### src/rtl/mdec_pkg.sv
package mdec_pkg;
  typedef enum logic [2:0] {
    SPAN_BAD   = 3'd0,
    SPAN_SHORT = 3'd1,
    SPAN_LONG  = 3'd2,
    SPAN_SYNC  = 3'd3,
    SPAN_SYNC2 = 3'd4
  } span_e;

  typedef enum logic [1:0] {
    ST_HUNT  = 2'd0,
    ST_SYNC2 = 2'd1,
    ST_DATA  = 2'd2
  } dec_st_e;
endpackage

### src/rtl/mdec_line_in.sv
module mdec_line_in #(
  parameter int SYNC_STAGES = 2
) (
  input  logic clk,
  input  logic rst_n,
  input  logic uni_sel,
  input  logic uni_in,
  input  logic pos_in,
  input  logic neg_in,
  output logic lvl_o
);
  logic [SYNC_STAGES-1:0] uni_s, pos_s, neg_s;
  logic u_w, p_w, n_w;
  logic lvl_d, lvl_q;

  always_ff @(posedge clk or negedge rst_n) begin
    if (!rst_n) begin
      uni_s <= '0;
      pos_s <= '0;
      neg_s <= '0;
    end else begin
      uni_s <= {uni_s[SYNC_STAGES-2:0], uni_in};
      pos_s <= {pos_s[SYNC_STAGES-2:0], pos_in};
      neg_s <= {neg_s[SYNC_STAGES-2:0], neg_in};
    end
  end

  assign u_w = uni_s[SYNC_STAGES-1];
  assign p_w = pos_s[SYNC_STAGES-1];
  assign n_w = neg_s[SYNC_STAGES-1];

  always_comb begin
    lvl_d = lvl_q;
    if (uni_sel)           lvl_d = u_w;
    else if (p_w && !n_w)  lvl_d = 1'b1;
    else if (n_w && !p_w)  lvl_d = 1'b0;
  end

  always_ff @(posedge clk or negedge rst_n) begin
    if (!rst_n) lvl_q <= 1'b0;
    else        lvl_q <= lvl_d;
  end

  assign lvl_o = lvl_q;


  overlap_hold_chk: assert property (@(posedge clk) disable iff (!rst_n)
    (!uni_sel && p_w && n_w) |=> $stable(lvl_q));
endmodule

### src/rtl/mdec_span.sv
module mdec_span import mdec_pkg::*; #(
  parameter int BP_LO  = 16,
  parameter int BP_HI  = 32,
  parameter int TOL_LO = 2,
  parameter int TOL_HI = 6
) (
  input  logic  clk,
  input  logic  rst_n,
  input  logic  rate_hi,
  input  logic  lvl,
  output logic  ev_vld,
  output span_e ev_cls,
  output logic  ev_lvl,
  output logic  overdue
);
  localparam int CW   = $clog2(2 * BP_HI + TOL_HI + 2) + 1;
  localparam int NCLS = 4;

  logic [CW-1:0] cnt_q, cnt_d, half_n, tol_n;
  logic          prv_q, edge_w;
  logic [NCLS-1:0] hit;
  logic [CW:0]   nom_a [NCLS];
  span_e         cls_w;
  logic          ev_vld_q, ev_lvl_q;
  span_e         ev_cls_q;

  assign half_n = rate_hi ? CW'(BP_HI / 2) : CW'(BP_LO / 2);
  assign tol_n  = rate_hi ? CW'(TOL_HI)    : CW'(TOL_LO);

  for (genvar k = 0; k < NCLS; k++) begin : g_win
    assign nom_a[k] = {1'b0, half_n} * (CW+1)'(k + 1);
    assign hit[k]   = ({1'b0, cnt_q} + {1'b0, tol_n} >= nom_a[k]) &&
                      ({1'b0, cnt_q} <= nom_a[k] + {1'b0, tol_n});
  end

  always_comb begin
    cls_w = SPAN_BAD;
    if      (hit[0]) cls_w = SPAN_SHORT;
    else if (hit[1]) cls_w = SPAN_LONG;
    else if (hit[2]) cls_w = SPAN_SYNC;
    else if (hit[3]) cls_w = SPAN_SYNC2;
  end

  always_comb begin
    edge_w = (lvl != prv_q);
    cnt_d  = cnt_q;
    if (edge_w)            cnt_d = CW'(1);
    else if (cnt_q != '1)  cnt_d = cnt_q + 1'b1;
  end

  always_ff @(posedge clk or negedge rst_n) begin
    if (!rst_n) begin
      cnt_q    <= '1;
      prv_q    <= 1'b0;
      ev_vld_q <= 1'b0;
      ev_cls_q <= SPAN_BAD;
      ev_lvl_q <= 1'b0;
    end else begin
      cnt_q    <= cnt_d;
      prv_q    <= lvl;
      ev_vld_q <= edge_w;
      if (edge_w) begin
        ev_cls_q <= cls_w;
        ev_lvl_q <= prv_q;
      end
    end
  end

  assign ev_vld  = ev_vld_q;
  assign ev_cls  = ev_cls_q;
  assign ev_lvl  = ev_lvl_q;
  assign overdue = ({1'b0, cnt_q} > nom_a[1] + {1'b0, tol_n});


  win_excl_chk: assert property (@(posedge clk) disable iff (!rst_n)
    $onehot0(hit));
endmodule

### src/rtl/mdec_fsm.sv
module mdec_fsm import mdec_pkg::*; #(
  parameter int WORD_BITS = 17
) (
  input  logic  clk,
  input  logic  rst_n,
  input  logic  ev_vld,
  input  span_e ev_cls,
  input  logic  ev_lvl,
  input  logic  overdue,
  output logic  dclk,
  output logic  sdo,
  output logic  sync_cmd,
  output logic  code_ok
);
  localparam int BCW = $clog2(WORD_BITS + 1);

  dec_st_e        st_q, st_d;
  logic           mid_q, mid_d;
  logic [BCW-1:0] bcnt_q, bcnt_d, nxt_cnt;
  logic           sl_q, sl_d;
  logic           ok_q, ok_d;
  logic           cmd_q, cmd_d;
  logic           sdo_q, sdo_d;
  logic           stb_q, stb_d;
  logic           dclk_q;
  logic           emit, err;

  always_comb begin
    st_d   = st_q;
    mid_d  = mid_q;
    bcnt_d = bcnt_q;
    sl_d   = sl_q;
    ok_d   = ok_q;
    cmd_d  = cmd_q;
    sdo_d  = sdo_q;
    stb_d  = 1'b0;
    emit   = 1'b0;
    err    = 1'b0;
    unique case (st_q)
      ST_HUNT: begin
        if (ev_vld && ev_cls == SPAN_SYNC) begin
          st_d = ST_SYNC2;
          sl_d = ev_lvl;
        end
      end
      ST_SYNC2: begin
        if (ev_vld) begin
          if (ev_cls == SPAN_SYNC || ev_cls == SPAN_SYNC2) begin
            st_d   = ST_DATA;
            ok_d   = 1'b1;
            cmd_d  = sl_q;
            bcnt_d = '0;
            mid_d  = (ev_cls == SPAN_SYNC2);
            emit   = (ev_cls == SPAN_SYNC2);
          end else begin
            st_d = ST_HUNT;
          end
        end
      end
      ST_DATA: begin
        if (ev_vld) begin
          if (ev_cls == SPAN_SHORT) begin
            mid_d = !mid_q;
            emit  = !mid_q;
          end else if (ev_cls == SPAN_LONG && mid_q) begin
            emit = 1'b1;
          end else begin
            err = 1'b1;
          end
        end else if (overdue) begin
          err = 1'b1;
        end
      end
      default: st_d = ST_HUNT;
    endcase

    nxt_cnt = ((st_q == ST_DATA) ? bcnt_q : '0) + BCW'(1);
    if (emit) begin
      sdo_d  = ev_lvl;
      stb_d  = 1'b1;
      bcnt_d = nxt_cnt;
      if (nxt_cnt == BCW'(WORD_BITS)) st_d = ST_HUNT;
    end
    if (err) begin
      ok_d = 1'b0;
      st_d = ST_HUNT;
    end
  end

  always_ff @(posedge clk or negedge rst_n) begin
    if (!rst_n) begin
      st_q   <= ST_HUNT;
      mid_q  <= 1'b0;
      bcnt_q <= '0;
      sl_q   <= 1'b0;
      ok_q   <= 1'b0;
      cmd_q  <= 1'b0;
      sdo_q  <= 1'b0;
      stb_q  <= 1'b0;
      dclk_q <= 1'b0;
    end else begin
      st_q   <= st_d;
      mid_q  <= mid_d;
      bcnt_q <= bcnt_d;
      sl_q   <= sl_d;
      ok_q   <= ok_d;
      cmd_q  <= cmd_d;
      sdo_q  <= sdo_d;
      stb_q  <= stb_d;
      dclk_q <= stb_q;
    end
  end

  assign dclk     = dclk_q;
  assign sdo      = sdo_q;
  assign sync_cmd = cmd_q;
  assign code_ok  = ok_q;


  dclk_pulse_chk: assert property (@(posedge clk) disable iff (!rst_n)
    dclk_q |=> !dclk_q);

  sdo_hold_chk: assert property (@(posedge clk) disable iff (!rst_n)
    dclk_q |-> $stable(sdo_q));

  ok_rise_chk: assert property (@(posedge clk) disable iff (!rst_n)
    $rose(ok_q) |-> $past(st_q == ST_SYNC2));

  ok_fall_chk: assert property (@(posedge clk) disable iff (!rst_n)
    $fell(ok_q) |-> $past(st_q == ST_DATA));

  dclk_valid_chk: assert property (@(posedge clk) disable iff (!rst_n)
    dclk_q |-> ok_q);

  bcnt_cap_chk: assert property (@(posedge clk) disable iff (!rst_n)
    bcnt_q <= BCW'(WORD_BITS));
endmodule

### src/rtl/manch_decoder.sv
module manch_decoder import mdec_pkg::*; #(
  parameter int BP_LO       = 16,
  parameter int BP_HI       = 32,
  parameter int TOL_LO      = 2,
  parameter int TOL_HI      = 6,
  parameter int WORD_BITS   = 17,
  parameter int SYNC_STAGES = 2
) (
  input  logic clk,
  input  logic rst_n,
  input  logic uni_sel,
  input  logic rate_hi,
  input  logic uni_in,
  input  logic pos_in,
  input  logic neg_in,
  output logic dclk,
  output logic sdo,
  output logic sync_cmd,
  output logic code_ok
);
  logic [1:0] rst_pipe;
  logic       rst_n_s;
  logic       lvl;
  logic       ev_vld, ev_lvl, overdue;
  span_e      ev_cls;

  always_ff @(posedge clk or negedge rst_n) begin
    if (!rst_n) rst_pipe <= 2'b00;
    else        rst_pipe <= {rst_pipe[0], 1'b1};
  end
  assign rst_n_s = rst_pipe[1];

  mdec_line_in #(.SYNC_STAGES(SYNC_STAGES)) u_line (
    .clk(clk), .rst_n(rst_n_s), .uni_sel(uni_sel), .uni_in(uni_in),
    .pos_in(pos_in), .neg_in(neg_in), .lvl_o(lvl)
  );

  mdec_span #(.BP_LO(BP_LO), .BP_HI(BP_HI), .TOL_LO(TOL_LO), .TOL_HI(TOL_HI)) u_span (
    .clk(clk), .rst_n(rst_n_s), .rate_hi(rate_hi), .lvl(lvl),
    .ev_vld(ev_vld), .ev_cls(ev_cls), .ev_lvl(ev_lvl), .overdue(overdue)
  );

  mdec_fsm #(.WORD_BITS(WORD_BITS)) u_fsm (
    .clk(clk), .rst_n(rst_n_s), .ev_vld(ev_vld), .ev_cls(ev_cls),
    .ev_lvl(ev_lvl), .overdue(overdue), .dclk(dclk), .sdo(sdo),
    .sync_cmd(sync_cmd), .code_ok(code_ok)
  );
endmodule

### config.mk
export PLATFORM = sky130hd
export DESIGN_NAME = manch_decoder
export DESIGN_NICKNAME = d
export VERILOG_FILES = /design/src/rtl/mdec_pkg.sv /design/src/rtl/mdec_line_in.sv /design/src/rtl/mdec_span.sv /design/src/rtl/mdec_fsm.sv /design/src/rtl/manch_decoder.sv
export SDC_FILE = /design/constraint.sdc
export NUM_CORES = 1
export LEC_CHECK = 0
export BUFFER_PORTS_ARGS = -buffer_cell sky130_fd_sc_hd__buf_2
export CORE_MARGIN = 1
export CORE_UTILIZATION = 55
export DETAILED_ROUTE_END_ITERATION = 12
export HOLD_SLACK_MARGIN = 0.1
export PLACE_DENSITY = 0.81
export SYNTH_ARGS = -nofsm -noshare
export SYNTH_HDL_FRONTEND = slang
export SYNTH_SLANG_ARGS = --single-unit
### constraint.sdc
create_clock -name clk -period 2.4 [get_ports clk]
set_clock_uncertainty 0.2 [all_clocks]
set_input_delay 0.24 -clock clk [delete_from_list [all_inputs] [get_ports clk]]
set_output_delay 0.24 -clock clk [all_outputs]
set_load 0.05 [all_outputs]
# After elaboration in Yosys (flattened, before gate mapping)
# Index checks and enable logic that the tools add are counted.
# totals
ramBits,0
out_inout_bits,4
n_memories,0
romBits,0
regBits,37
latch_bits,0
inputBits,7
word_cells,120
# op_classes
bitwise,0
magnitude_cmp,9
mul,1
eq_ne,13
div_mod_pow,0
addsub,7
n_reduce_logical,27
shift,0
mux,44
# ops
cell,count
8-bit by 9-bit <= comparator with 1-bit output,4
5-bit 2-to-1 mux,6
9-bit by 8-bit adder with 9-bit output,3
9-bit >= comparator,3
1-bit 2-to-1 mux,22
8-bit by 8-bit adder with 9-bit output,2
8-bit 2-to-1 mux,2
2-bit nonzero test,8
3-bit 2-to-1 mux,5
2-bit 2-to-1 mux,6
9-bit by 8-bit >= comparator with 1-bit output,1
8-bit by 9-bit greater-than comparator with 1-bit output,1
"8-bit by 2-bit multiplier with 9-bit output, second input constant",1
3-bit AND reduction,3
"8-bit by 1-bit adder with 8-bit output, second input constant",1
1-bit logical AND,8
"2-bit by 1-bit inequality test with 1-bit output, second input constant",4
"8-bit inequality test, second input constant",1
"3-bit by 2-bit == test with 1-bit output, second input constant",2
2-bit case mux with 3 select lines,1
"5-bit by 1-bit adder with 5-bit output, second input constant",1
"5-bit == test, second input constant",1
5-bit AND reduction,1
1-bit case mux with 2 select lines,2
10 further kinds,12

# Logic depth before layout (Yosys ltp)
# depth
word_depth,8
ltp_mapped,13
ltp_nobuf,13

# Modules after synthesis
# A second synthesis with hierarchy kept.
# hier_totals
hier_cells,260
hier_area_um2,2542.4
# by_module_without_submodules
module,seq_area_each_um2,instances,area_per_inst_um2,cells_each
mdec_span,360.3,1,1312.5,144
mdec_fsm,350.3,1,974.7,103
mdec_line_in,175.2,1,201.4,10
manch_decoder,50.0,1,53.8,3

# Least setup slack after synthesis
# OpenSTA, ideal clock, no wires.
# synth_timing
kind,reg-to-reg
startpoint,register u_span.cnt_q[1]
endpoint,"register u_span.ev_cls_q[1], in the netlist u_span.ev_cls[1]"
t_arrival_ns,2.587
slack_ns,-0.508
required_ns,2.079
synth_period_minus_slack_ns,2.908
path_stages_with_launch,12
path_buffers,0
setup_ns,0.121
cell_sequence,dfstp_2 > inv_1 > fa_1 > nor2b_1 > nand2_1 > xnor2_1 > ha_1 > nor4b_1 > mux2i_1 > o21a_1 > nand2b_1 > a22o_2
# synth_via
elab_chain_cells,6
word_cells_on_any_way,13
classes_between,1 x add/sub; 6 x order compare; 3 x mux; 3 x reduce/logical
# synth_rtl
element,line_no,source
"start, declared",mdec_span.sv:19,"logic [CW-1:0] cnt_q, cnt_d, half_n, tol_n;"
"start signal, assigned",mdec_span.sv:59,cnt_q <= cnt_d;
8-bit by 8-bit adder with 9-bit output,mdec_span.sv:32,"assign hit[k] = ({1'b0, cnt_q} + {1'b0, tol_n} >= nom_a[k]) &&"
9-bit >= comparator,mdec_span.sv:32,
1-bit logical AND,mdec_span.sv:32,
3-bit 2-to-1 mux,mdec_span.sv:40,else if (hit[2]) cls_w = SPAN_SYNC;
3-bit 2-to-1 mux,mdec_span.sv:39,else if (hit[1]) cls_w = SPAN_LONG;
3-bit 2-to-1 mux (*),mdec_span.sv:38,if (hit[0]) cls_w = SPAN_SHORT;
"end signal, assigned",mdec_span.sv:63,ev_cls_q <= cls_w;
"end, declared",mdec_span.sv:25,span_e ev_cls_q;
# Mark *: on every way between the ends. The rest lies on a longest branch, timed or not.
# A chain may end at the register's enable or synchronous reset.

# Final worst setup path
# layout_timing
startpoint,register u_span.cnt_q[2]
endpoint,"register u_span.ev_cls_q[1], in the netlist u_span.ev_cls[1]"
# Same word-level chain as after synthesis.

==> flow_metrics.py <==
metrics = {
    "logic_synthesis": {
        "ys.warnings.count": 0,
        "avgSynthCellArea_um2": 9.50,
        "synth-simple-area-share": 0.215,
        "synth_nets": 292,
        "syn-cell-area_um2": 2460,
        "synth_top_family_by_area": "simple AND/OR/NAND/NOR gates",
        "ys_ff_latch": 37,
        "synthCells": 259,
        "synth_compound_area_frac": 0.151,
        "synthMuxAreaShare": 0.0224,
        "ys.flop_type": "dfrtp_1",
        "yosys.area_share.xor_xnor": 0.0356,
        "synth_area_leaders": "dfrtp_1 (29%), ha_1 (12%), dfstp_2 (8.5%), nand2_1 (3.8%), nor2b_1 (3.1%)",
        "netlist-cell-type-count": 58,
        "synth_top_area_share": 0.295,
        "async_flop_share": 1.00,
        "synth_top_cell_by_area": "dfrtp_1",
        "synthAdderAreaFrac": 0.146,
        "yosysSeqAreaShare": 0.380,
        "synth-edff-count": 0,
    },
    "run": {
        "drv_cap": 0,
    },
    "run_status": {
        "outcome": "finished, violations left",
        "failed_checks": "setup timing",
    },
    "finish": {
        "drive_gt1_frac": 0.306,
        "num-fill-cells": 278,
        "finalNetCount": 342,
        "final_area_um2": 3060,
        "final_common_cell": "buf_4",
        "area_delta_synth_final_pct": 24.4,
        "layout_common_cells": "buf_4 (34), dfrtp_1 (29), nand2_1 (24)",
        "antenna_cells": 0,
    },
    "critical_path": {
        "rr_endpoint": "u_span.ev_cls[1]",
        "worstPathMaxFanout": 3,
        "worstPathRequired_ps": 2390,
        "slowest_stage": "dfstp_2",
        "critical_path.top_delay_family": "simple AND/OR/NAND/NOR gates",
        "reg2reg_depth": 11,
        "cp.arrival_ps": 2740,
        "r2r_slack_ps": -350,
        "worstSetupPathType": "register to register",
        "max_stage_delay_ps": 550,
        "crit_chain": "inv_2 > fa_2 > nor2b_4 > nand2_4 > xnor2_4 > ha_4 > nor4b_2 > mux2i_1 > o21a_1 > nand2b_1 > a22o_2",
        "cp-start-kind": "register",
        "crit_buf_inv": 1,
        "critPathCaptureType": "register",
        "r2r-start": "u_span.cnt_q[2]",
    },
    "global_routing": {
        "grt_pass1_wl_mm": 8.87,
        "antenna_found_initial": 0,
        "grt_pass1_vias": 1952,
        "grt_usage": 0.259,
        "grt_overflow_total": 0,
        "grt_max_degree": 36,
    },
    "pwr": {
        "p_leak_nw": 1.42,
        "swShare": 0.391,
        "p_seq_frac": 0.362,
        "switching_power_uw": 944,
        "p_int_mw": 1.47,
        "power.density_nw_per_um2": 789,
        "ir_drop_uv": 572,
        "combPwrFrac": 0.454,
        "power.clock.fraction": 0.184,
    },
    "drt": {
        "ant_nets": 0,
        "routed-via-count": 2067,
        "viasPerCell": 5.74,
        "drt-total-wl_mm": 5.47,
        "wl_per_cell_um": 15.2,
        "dr.pass1.iters": 4,
        "drtIter0Drc": 135,
        "drc": 0,
    },
    "placement": {
        "dp_hpwl_mm": 3.89,
        "portBuffers": 10,
        "place_area_um2": 2780,
        "gp_congestion": 0.902,
    },
    "cts": {
        "tritoncts": "done",
        "clkSinkCount": 37,
        "clkLatencyLatePin_ps": 300,
        "numCtsBuffers": 5,
        "clk_path_buf_depth": 2,
        "ctsHtreeMaxLevel": 2,
        "clk_pin_slew_ps": 80,
        "cts-root-buf": "clkbuf_8",
    },
    "die": {
        "die-height_um": 68.9,
        "dieWidth_um": 68.9,
        "pin_count": 11,
        "start_util": 0.594,
        "core_um2": 4140,
        "rows": 23,
        "die_area_um2": 4750,
    },
    "hold_path": {
        "hold_class": "register to register",
        "holdPathEnd": "u_line.neg_s[1]",
        "hold_depth": 0,
        "min_from": "u_line.neg_s[0]",
    },
    "timing": {
        "finalSetupTns_ps": -1010,
        "finalCriticalPeriod_ps": 2750,
        "fmax_mhz": 363,
        "setup_viol": 3,
        "hold_viol_final": 0,
        "drv_slew": 0,
        "rsz0062_at_grt": "yes",
        "timing.final.crit_share": 1.15,
        "finalWorstSetupSlack_ps": -355,
    },
}
[timing repair]
item / in CTS / in global routing
endpoints found under the setup margin: 3 / 9
hold buffers: 7 / 0
gates resized for setup: 4 / 17
buffers inserted: 4 / 0
hold endpoints to repair: 28 / 0
pin swaps: 8 / 11
[power groups by stage]
| stage | Combinational, mW | Sequential, mW | Clock, mW |
|---|---|---|---|
| floorplan | 0.622 | 0.922 | 0 |
| global placement | 0.985 | 0.876 | 0 |
| detailed placement | 1.02 | 0.884 | 0 |
| CTS | 1.05 | 0.871 | 0.457 |
| global route | 1.21 | 0.893 | 0.482 |
| finish | 1.10 | 0.875 | 0.445 |
[cells in the mapped netlist, drive strengths merged, types with 2 or more instances]
master  count
nor3b       2
mux2        4
xnor2       6
o31ai       3
xor2        4
o211ai      2
nand4       4
and2        2
a32o        2
ha         24
inv        18
nand2      25
buf         5
nand2b      3
nor2       18
nor4bb      2
nor2b      12
and3        2
dfstp       8
a211oi      4
a311oi      2
o21ai      15
maj3        2
a21oi      10
a21o        3
clkbuf      3
dfrtp      29
nor3        7
fa          2
or2         3
nand3      10
a31oi       5
[flip-flops by register name, summed over array words and instances, names as in the netlist, 2 cells and up]
| register | cells |
|---|---|
| rst_pipe | 2 |
| u_fsm.st_q | 2 |
| u_span.cnt_q | 8 |
| u_line.pos_s | 2 |
| u_line.neg_s | 2 |
| u_fsm.bcnt_q | 5 |
| u_span.ev_cls | 3 |
| u_line.uni_s | 2 |
[metal layers]
| metal | routed length [um] | share of wire | vias up | track usage |
|---|---|---|---|---|
| met5 | 0 | 0 | - | 0 |
| met3 | 211 | 0.039 | 12 | 0.0592 |
| li1 | - | - | 1003 | - |
| met2 | 2700 | 0.49 | 53 | 0.436 |
| met1 | 2470 | 0.45 | 999 | 0.327 |
| met4 | 91 | 0.017 | 0 | 0.0842 |
[cell type report]
class / count / area (um^2) / area share
inverter: 18 / 71.3 / 0.0233
timing repair buffer: 51 / 375 / 0.123
multi-input combinational: 196 / 1530 / 0.499
sequential: 37 / 936 / 0.306
clock buffer: 5 / 68.8 / 0.0225
clock inverter: 3 / 21.3 / 0.00695
tap: 50 / 62.6 / 0.0204
[kinds of logic after synthesis]
family,Yosys count
AOI/OAI and AO/OA,54
xor gates and xnor gates,10
adders and majority gates,28
buffers and inverters,26
DFF,37
muxes,5
other,1
and+or+nand+nor,98
[worst max-delay path by stage]
stage / start / to / cells past startpoint
after detailed placement: rate_hi / u_span.ev_cls[2] / 13
after global routing: u_span.cnt_q[2] / u_span.ev_cls[2] / 10
final: u_span.cnt_q[2] / u_span.ev_cls[1] / 11
after CTS: u_span.cnt_q[1] / u_span.ev_cls[2] / 11
after global placement: rate_hi / u_span.ev_cls[2] / 14
after floorplan: u_span.cnt_q[1] / u_span.ev_cls[1] / 11
[through the flow]
stage	hold WS [ps]	setup slack (ps)	power [mW]	util	cells
detailed placement	-173	-432	1.91	0.671	341
CTS	152	-341	2.38	0.720	360
global placement	-175	-455	1.86	0.671	341
floorplan	-256	-308	1.54	-	259
global route	160	-457	2.58	0.739	360
finish	151	-355	2.42	0.739	360
No activity file was read; power rests on OpenSTA's default activity.
